<file path="config.mk">
export PLATFORM = sky130hd
export DESIGN_NAME = fir_run_ctrl
export DESIGN_NICKNAME = d
export VERILOG_FILES = /design/src/rtl/fir_rc_pkg.sv /design/src/rtl/fir_rc_rst_qual.sv /design/src/rtl/fir_rc_bank.sv /design/src/rtl/fir_rc_addr.sv /design/src/rtl/fir_run_ctrl.sv
export SDC_FILE = /design/constraint.sdc
export NUM_CORES = 1
export LEC_CHECK = 0
export BUFFER_PORTS_ARGS = -buffer_cell sky130_fd_sc_hd__buf_2
export CAP_MARGIN = 20
export CORE_MARGIN = 8
export CORE_UTILIZATION = 50
export CTS_BUF_LIST = sky130_fd_sc_hd__clkbuf_8 sky130_fd_sc_hd__clkbuf_16
export DETAILED_ROUTE_END_ITERATION = 8
export GPL_ROUTABILITY_DRIVEN = 0
export HOLD_SLACK_MARGIN = 0.12
export PLACE_DENSITY = 0.8
export SLEW_MARGIN = 10
export SYNTH_ARGS = -nofsm -noshare
export SYNTH_HDL_FRONTEND = slang
export SYNTH_SLANG_ARGS = --single-unit
</file>
<file path="constraint.sdc">
create_clock -name clk_i -period 5.71 [get_ports clk_i]
set_input_delay 0.571 -clock clk_i [delete_from_list [all_inputs] [get_ports clk_i]]
set_output_delay 0.571 -clock clk_i [all_outputs]
set_load 0.02 [all_outputs]
</file>
<file path="src/rtl/fir_rc_pkg.sv">
package fir_rc_pkg;
  timeunit 1ns;
  timeprecision 1ps;

  typedef enum logic [1:0] {
    TAPS_128 = 2'b00,
    TAPS_64  = 2'b01,
    TAPS_32  = 2'b10,
    TAPS_16  = 2'b11
  } taps_e;

  localparam int DUAL_BIT = 0;
  localparam int REG_SWAP_BIT = 6;
  localparam int SRC_REG_BIT = 7;
  localparam int TAP_LSB = 8;

  function automatic logic swap_allowed(taps_e taps, logic dual);
    return !(taps == TAPS_128 || (dual && taps == TAPS_64));
  endfunction
endpackage

</file>
<file path="src/rtl/fir_rc_rst_qual.sv">
module fir_rc_rst_qual #(
  parameter int RST_MIN = 16
) (
  input  logic clk_i,
  input  logic rst_ni,
  output logic rst_act_o
);
  timeunit 1ns;
  timeprecision 1ps;

  localparam int CW = $clog2(RST_MIN + 1);
  localparam logic [CW-1:0] CNT_MAX = CW'(RST_MIN);

  logic [CW-1:0] low_cnt_q;

  // counts sampled-low cycles, saturating; cleared while request is high
  always_ff @(posedge clk_i) begin
    if (rst_ni) low_cnt_q <= '0;
    else if (low_cnt_q != CNT_MAX) low_cnt_q <= low_cnt_q + 1'b1;
  end

  assign rst_act_o = (low_cnt_q == CNT_MAX);
endmodule

</file>
<file path="src/rtl/fir_rc_bank.sv">
module fir_rc_bank #(
  parameter int SYNC_STAGES = 2
) (
  input  logic clk_i,
  input  logic rst_i,
  input  logic swap_pin_i,
  input  logic src_reg_i,
  input  logic reg_swap_i,
  input  logic swap_ok_i,
  input  logic samp_edge_i,
  output logic bank_o,
  output logic swap_done_o
);
  timeunit 1ns;
  timeprecision 1ps;

  logic [SYNC_STAGES-1:0] sync_q;
  logic pin_s, req, bank_nxt, bank_q, done_q;

  always_ff @(posedge clk_i) begin
    if (rst_i) sync_q <= '0;
    else sync_q <= {sync_q[SYNC_STAGES-2:0], swap_pin_i};
  end

  assign pin_s    = sync_q[SYNC_STAGES-1];
  assign req      = src_reg_i ? reg_swap_i : pin_s;
  assign bank_nxt = swap_ok_i & req;

  always_ff @(posedge clk_i) begin
    if (rst_i) begin
      bank_q <= 1'b0;
      done_q <= 1'b0;
    end else begin
      done_q <= samp_edge_i && (bank_nxt != bank_q);
      if (samp_edge_i) bank_q <= bank_nxt;
    end
  end

  assign bank_o      = bank_q;
  assign swap_done_o = done_q;
endmodule

</file>
<file path="src/rtl/fir_rc_addr.sv">
module fir_rc_addr
  import fir_rc_pkg::*;
#(
  parameter int ADDR_W = 7
) (
  input  taps_e             taps_i,
  input  logic              dual_i,
  input  logic              bank_i,
  input  logic              filt_b_i,
  output logic [ADDR_W-1:0] base_o
);
  timeunit 1ns;
  timeprecision 1ps;

  logic [ADDR_W:0] len, base_w;
  int sh;

  always_comb begin
    sh = ADDR_W - int'(taps_i);
    if (dual_i && taps_i == TAPS_128) sh = ADDR_W - 1;
    len = (ADDR_W + 1)'(1) << sh;
    base_w = '0;
    if (bank_i) base_w = dual_i ? (len << 1) : len;
    if (dual_i && filt_b_i) base_w = base_w + len;
  end

  // truncation maps a stale upper bank in a no-swap mode back onto bank 0
  assign base_o = base_w[ADDR_W-1:0];
endmodule

</file>
<file path="src/rtl/fir_run_ctrl.sv">
module fir_run_ctrl
  import fir_rc_pkg::*;
#(
  parameter int ADDR_W = 7,
  parameter int CTRL_W = 16,
  parameter logic [CTRL_W-1:0] CTRL_RST = 16'h8C80,
  parameter int RST_MIN = 16,
  parameter int SYNC_STAGES = 2
) (
  input  logic              clk_i,
  input  logic              rst_ni,
  input  logic              ctrl_wr_i,
  input  logic [CTRL_W-1:0] ctrl_wdata_i,
  input  logic              self_load_i,
  input  logic              load_done_i,
  input  logic              free_run_i,
  input  logic              enable_i,
  input  logic              swap_pin_i,
  input  logic              samp_edge_i,
  input  logic              filt_b_i,
  output logic              run_o,
  output logic [CTRL_W-1:0] ctrl_o,
  output logic              bank_o,
  output logic [ADDR_W-1:0] coef_base_o,
  output logic              swap_done_o
);
  timeunit 1ns;
  timeprecision 1ps;

  logic rst_act, run_q, start, dual, swap_ok;
  logic [CTRL_W-1:0] ctrl_q;
  taps_e taps;

  fir_rc_rst_qual #(.RST_MIN(RST_MIN)) rst_qual_i (
    .clk_i    (clk_i),
    .rst_ni   (rst_ni),
    .rst_act_o(rst_act)
  );

  always_ff @(posedge clk_i) begin
    if (rst_act) ctrl_q <= CTRL_RST;
    else if (ctrl_wr_i) ctrl_q <= ctrl_wdata_i;
  end

  assign taps    = taps_e'(ctrl_q[TAP_LSB +: 2]);
  assign dual    = ctrl_q[DUAL_BIT];
  assign swap_ok = swap_allowed(taps, dual);

  assign start = load_done_i && ((free_run_i && self_load_i) || enable_i);

  always_ff @(posedge clk_i) begin
    if (rst_act) run_q <= 1'b0;
    else if (start) run_q <= 1'b1;
  end

  fir_rc_bank #(.SYNC_STAGES(SYNC_STAGES)) bank_i (
    .clk_i      (clk_i),
    .rst_i      (rst_act),
    .swap_pin_i (swap_pin_i),
    .src_reg_i  (ctrl_q[SRC_REG_BIT]),
    .reg_swap_i (ctrl_q[REG_SWAP_BIT]),
    .swap_ok_i  (swap_ok),
    .samp_edge_i(samp_edge_i),
    .bank_o     (bank_o),
    .swap_done_o(swap_done_o)
  );

  fir_rc_addr #(.ADDR_W(ADDR_W)) addr_i (
    .taps_i  (taps),
    .dual_i  (dual),
    .bank_i  (bank_o),
    .filt_b_i(filt_b_i),
    .base_o  (coef_base_o)
  );

  assign run_o  = run_q;
  assign ctrl_o = ctrl_q;
endmodule

</file>
---- After elaboration in Yosys (flattened, before gate mapping) ----
Cells that the tools add are included.
operators by class
  add/subtract/negate cells ............... 3
  equality and inequality tests ........... 4
  shift-type cells ........................ 1
  mux-type cells .......................... 5
  bitwise operators ....................... 1
  reductions and logical operators ........ 10
operators by type and width
  operator              number
  $mux 32               1
  $shl 1x32->7 const A  1
  $mux 7                3
  $add 7x7->7           1
  $logic_and 1x1->1     6
  $add 5x1->5 const B   1
  $eq 5x5->1 const B    1
  $ne 5x5->1 const B    1
  $sub 3x2->4 const A   1
  $eq 2x1->1 const B    1
  $logic_not 2->1       1
  $logic_or 1x1->1      2
  $and 1x1->1           1
  $logic_not 1->1       1
  $mux 1                1
  $ne 1x1->1            1
word-level totals
  register bits after elaboration ......... 26
  input bits .............................. 26
  output and inout bits ................... 26
  word-level logic and storage cells ...... 30

---- Longest topological paths before layout ----
  word-level depth ........................ 8
  depth in mapped cells ................... 7
  depth with buffers taken out ............ 7

---- Hierarchy ----
From an unflattened synthesis, not the netlist that was laid out.
second synthesis, totals
  cells, all modules ...................... 128
  area, all modules ....................... 1,260.0 µm²
by module, submodules not included
  module           times used  cells an instance  area an instance (µm²)  sequential area each (µm²)
  fir_run_ctrl     1           58                 639.4                   340.3
  fir_rc_rst_qual  1           27                 265.3                   100.1
  fir_rc_addr      1           29                 198.9                   0.0
  fir_rc_bank      1           14                 156.4                   80.1

---- Least setup slack after synthesis ----
No wires, ideal clock.
  kind .................................... flip-flop to output port
  start point ............................. register ctrl_q[9], in the netlist ctrl_o[9]
  end point ............................... output port coef_base_o[6]
  arrival ................................. 1.974 ns
  required time ........................... 5.139 ns
  setup slack ............................. 3.165 ns
  cell stages (with the launch flop) ...... 7
  buffers on the path ..................... 0
  path through ............................ dfxtp_1 and2_1 and3b_1 ha_1 fa_1 and2_1 a311o_1
between the ends
  word-level cells in the longest chain between the ends .. 8
RTL lines
  what                                                                 RTL line            text
  start: declaration                                                   fir_run_ctrl.sv:31  logic [CTRL_W-1:0] ctrl_q;
  start signal: assignment                                             fir_run_ctrl.sv:42  else if (ctrl_wr_i) ctrl_q <= ctrl_wdata_i;
  parallel branches: the longest is 2 deep, another holds $sub 3x2->4  -
  $mux 32 *                                                            fir_rc_addr.sv:20   if (dual_i && taps_i == TAPS_128) sh = ADDR_W - 1;
  $shl 1x32->7 *                                                       fir_rc_addr.sv:21   len = (ADDR_W + 1)'(1) << sh;
  $mux 7 (2 in a row)                                                  fir_rc_addr.sv:23   if (bank_i) base_w = dual_i ? (len << 1) : len;
  $add 7x7->7                                                          fir_rc_addr.sv:24   if (dual_i && filt_b_i) base_w = base_w + len;
  $mux 7 *                                                             fir_rc_addr.sv:24
  end: declaration                                                     fir_run_ctrl.sv:24  output logic [ADDR_W-1:0] coef_base_o,
Mark *: on every way between the ends.

---- Worst setup path in the final report ----
Ends and elaborated chain as after synthesis.

==> impl_metrics.csv <==
group,metric,value,unit
outcome,status,"finished clean",
clock_tree,cts.sinks,26,
floorplanning,ios,52,
synth,ys_ff_latch,26,
placed_design,port_buffers,47,
timing,rsz0062_at_grt,"no",
synth,yosys_warnings,0,
detailed_routing,wl_per_cell,13.7,um
synth,syn_area,0.00124,mm^2
clock_tree,postCtsHoldBufs,0,
synth,yosysSeqAreaShare,0.421,
setup_path,path_class,"flop to output port",
clock_tree,cts_setup_buffers,0,
setup_path,worst-path-buf-inv,1,
synth,ys_types,35,
clock_tree,cts_tree,"built",
floorplanning,fp.dieH,65.8,um
clock_tree,clk_path_buf_depth,2,
final_layout,area_delta_synth_final,20.1,%
timing,fin_skew,0.00393,ns
pwr,power_density,309,mW/mm^2
setup_path,worstSetupStartpointType,"flop",
timing,hold_violations,0,
flow_run,drv_cap,0,
final_layout,drive_above_1_share,0.345,
grt,grt_pass1_vias,1017,
placed_design,hpwl,2040,um
detailed_routing,drt_iter0_drc,46,
placed_design,post-place-cells,191,
synth,synth_cells,124,
clock_tree,cts_buffers,3,
clock_tree,clk_latency,0.27,ns
floorplanning,initial_core_util,0.513,
pwr,ir_drop,246,uV
synth,synth_ff_type,"dfxtp_1",
timing,fin_setup_tns,0,ns
synth,syn_avg_cell_area,9.98,um^2
grt,antenna_found_initial,0,
final_layout,diodes,0,
floorplanning,dieArea,0.00432,mm^2
detailed_routing,first_pass_iters,4,
clock_tree,cts-root-buf,"clkbuf_8",
pwr,p_leak,0.756,nW
final_layout,fin_util,0.617,
timing,fmax,332,MHz
synth,async_reset_ff_frac,0,
final_layout,nFillCells,219,
setup_path,arrival,2.45,ns
timing,finalSetupViolations,0,
floorplanning,fp-row-count,18,
timing,period_needed,3.02,ns
grt,track_usage,0.130,
setup_path,path_delay_family,"simple AND/OR/NAND/NOR gates",
grt,grt_first_pass_wirelength,4490,um
clock_tree,cts_resized,0,
setup_path,crit_path_top_delay_cell,"fa_1",
clock_tree,cts_max_level,1,
timing,period_share,0.528,
floorplanning,core_area,0.00241,mm^2
timing,final.setup.worst_slack,2.69,ns
grt,overflow,0,
detailed_routing,vias_per_cell,4.98,
setup_path,cp.required,5.14,ns
setup_path,crit_path_max_incr_delay,0.42,ns
timing,drv_slew,0,
pwr,power,0.459,mW
detailed_routing,via_count,971,
setup_path,cp_max_fo,8,
worst_hold_path,min_path_type,"flop to flop",
synth,synth_edf_count,0,
placed_design,pre_cts_slack,3.02,ns
detailed_routing,wirelength,2670,um
floorplanning,die_x,65.8,um
grt,grt_max_degree,18,
final_layout,layout.cells.non_filler,195,
setup_path,worstPathCellList,"and2_1 -> and3b_1 -> ha_1 -> fa_1 -> nor4bb_1 -> a31o_1 -> a311o_1 -> buf_2",
detailed_routing,drc,0,
clock_tree,path_clk_slew,0.09,ns
timing,relSlewSlack,0.590,
timing,worst_pin_slew,0.615,ns
detailed_routing,drtAntennaViolNets,0,
setup_path,end_kind,"output port",
final_layout,nNetsFinal,196,
## power by group
group / total (mW) / internal [mW] / switching [mW] / leakage, nW
logic: 0.0951 / 0.0415 / 0.0537 / 0.503
clock network: 0.150 / 0.0938 / 0.0562 / 0.0357
registers: 0.214 / 0.199 / 0.0151 / 0.218
## cell type report
type / instances / area [um^2] / area share
Clock buffer: 3 / 41.3 / 0.0278
Clock inverter: 1 / 30.0 / 0.0202
Inverter: 3 / 11.3 / 0.00758
Multi-Input combinational cell: 85 / 611 / 0.411
Sequential cell: 26 / 520 / 0.350
Tap cell: 30 / 37.5 / 0.0253
Timing Repair Buffer: 47 / 235 / 0.158
## kinds of logic after synthesis
kind of cell	count (synthesis)	synth area share
flops	26	0.421
xor+xnor	3	0.0212
mux	18	0.147
fa+ha+maj	4	0.0465
simple gates	47	0.209
other cells	1	0.00303
buf+inv	16	0.0950
compound gates	9	0.0576
## stage by stage
stage / hold slack [ns] / instance area [um^2]
finish: 0.434 / 1490
global route: 0.488 / 1490
CTS: 0.436 / 1490
detailed placement: 0.416 / 1420
global placement: 0.408 / 1420
floorplan: 0.406 / 1250
## state kept, by name, indices dropped and copies added, names as in the netlist
| signal | count |
|---|---|
| ctrl_o | 16 |
| rst_qual_i.low_cnt_q | 5 |
| bank_i.sync_q | 2 |
| bank_i.bank_o | 1 |
| bank_i.swap_done_o | 1 |
| run_o | 1 |
## cell usage in the layout, fill, tap and decap left out, drive strengths merged
cell / count
nand3b: 1
a21oi: 2
mux2: 1
nor4bb: 1
clkbuf: 3
bufinv: 1
a311o: 1
and4bb: 1
buf: 47
xnor2: 1
mux2i: 17
inv: 3
ha: 3
and3b: 1
nand3: 3
nor2b: 2
nand4bb: 1
nand4b: 2
nand2: 8
a21o: 1
nand2b: 1
o22ai: 1
and2: 4
xor2: 2
a31o: 3
dfxtp: 26
fa: 1
nor3: 3
o221a: 1
nor2: 18
nor3b: 1
conb: 4
## Yosys cell counts, types with 2 or more instances
cell | n | area share
dfxtp_1 | 26 | 0.42
ha_1 | 3 | 0.030
a21oi_1 | 2 | 0.0081
xor2_1 | 2 | 0.014
and2_1 | 4 | 0.020
a31o_1 | 2 | 0.014
nand3_1 | 3 | 0.012
inv_1 | 3 | 0.0091
mux2i_1 | 17 | 0.14
nor3_1 | 2 | 0.0081
nand2_1 | 8 | 0.024
buf_4 | 9 | 0.055
nor2_1 | 18 | 0.055
buf_6 | 3 | 0.027
nand4b_1 | 2 | 0.014
## worst register-to-register path, stage by stage (launching register included)
cell and delay (ns):
dfxtp_1 0.34, inv_1 0.08, ha_1 0.17, and4bb_1 0.61, nor3b_2 0.09, a31o_1 0.20
## worst paths after layout
kind | end | start | cells after the start | slack, ns
worst min register to register | bank_i.sync_q[1] | bank_i.sync_q[0] | 1 | 0.43
worst min-delay path | bank_i.sync_q[1] | bank_i.sync_q[0] | 1 | 0.43
worst max register to register | bank_i.bank_o | rst_qual_i.low_cnt_q[0] | 5 | 4.12
worst max-delay path | coef_base_o[6] | ctrl_o[9] | 8 | 2.69
## routing by layer
| layer | vias up | global-route usage | share of wire |
|---|---|---|---|
| met4 | 0 | 0.0572 | 0.016 |
| met3 | 4 | 0.0578 | 0.095 |
| li1 | 497 | - | - |
| met5 | - | 0 | 0 |
| met2 | 30 | 0.224 | 0.49 |
| met1 | 440 | 0.133 | 0.40 |
Note: power is estimated with default switching activity, not from simulation.
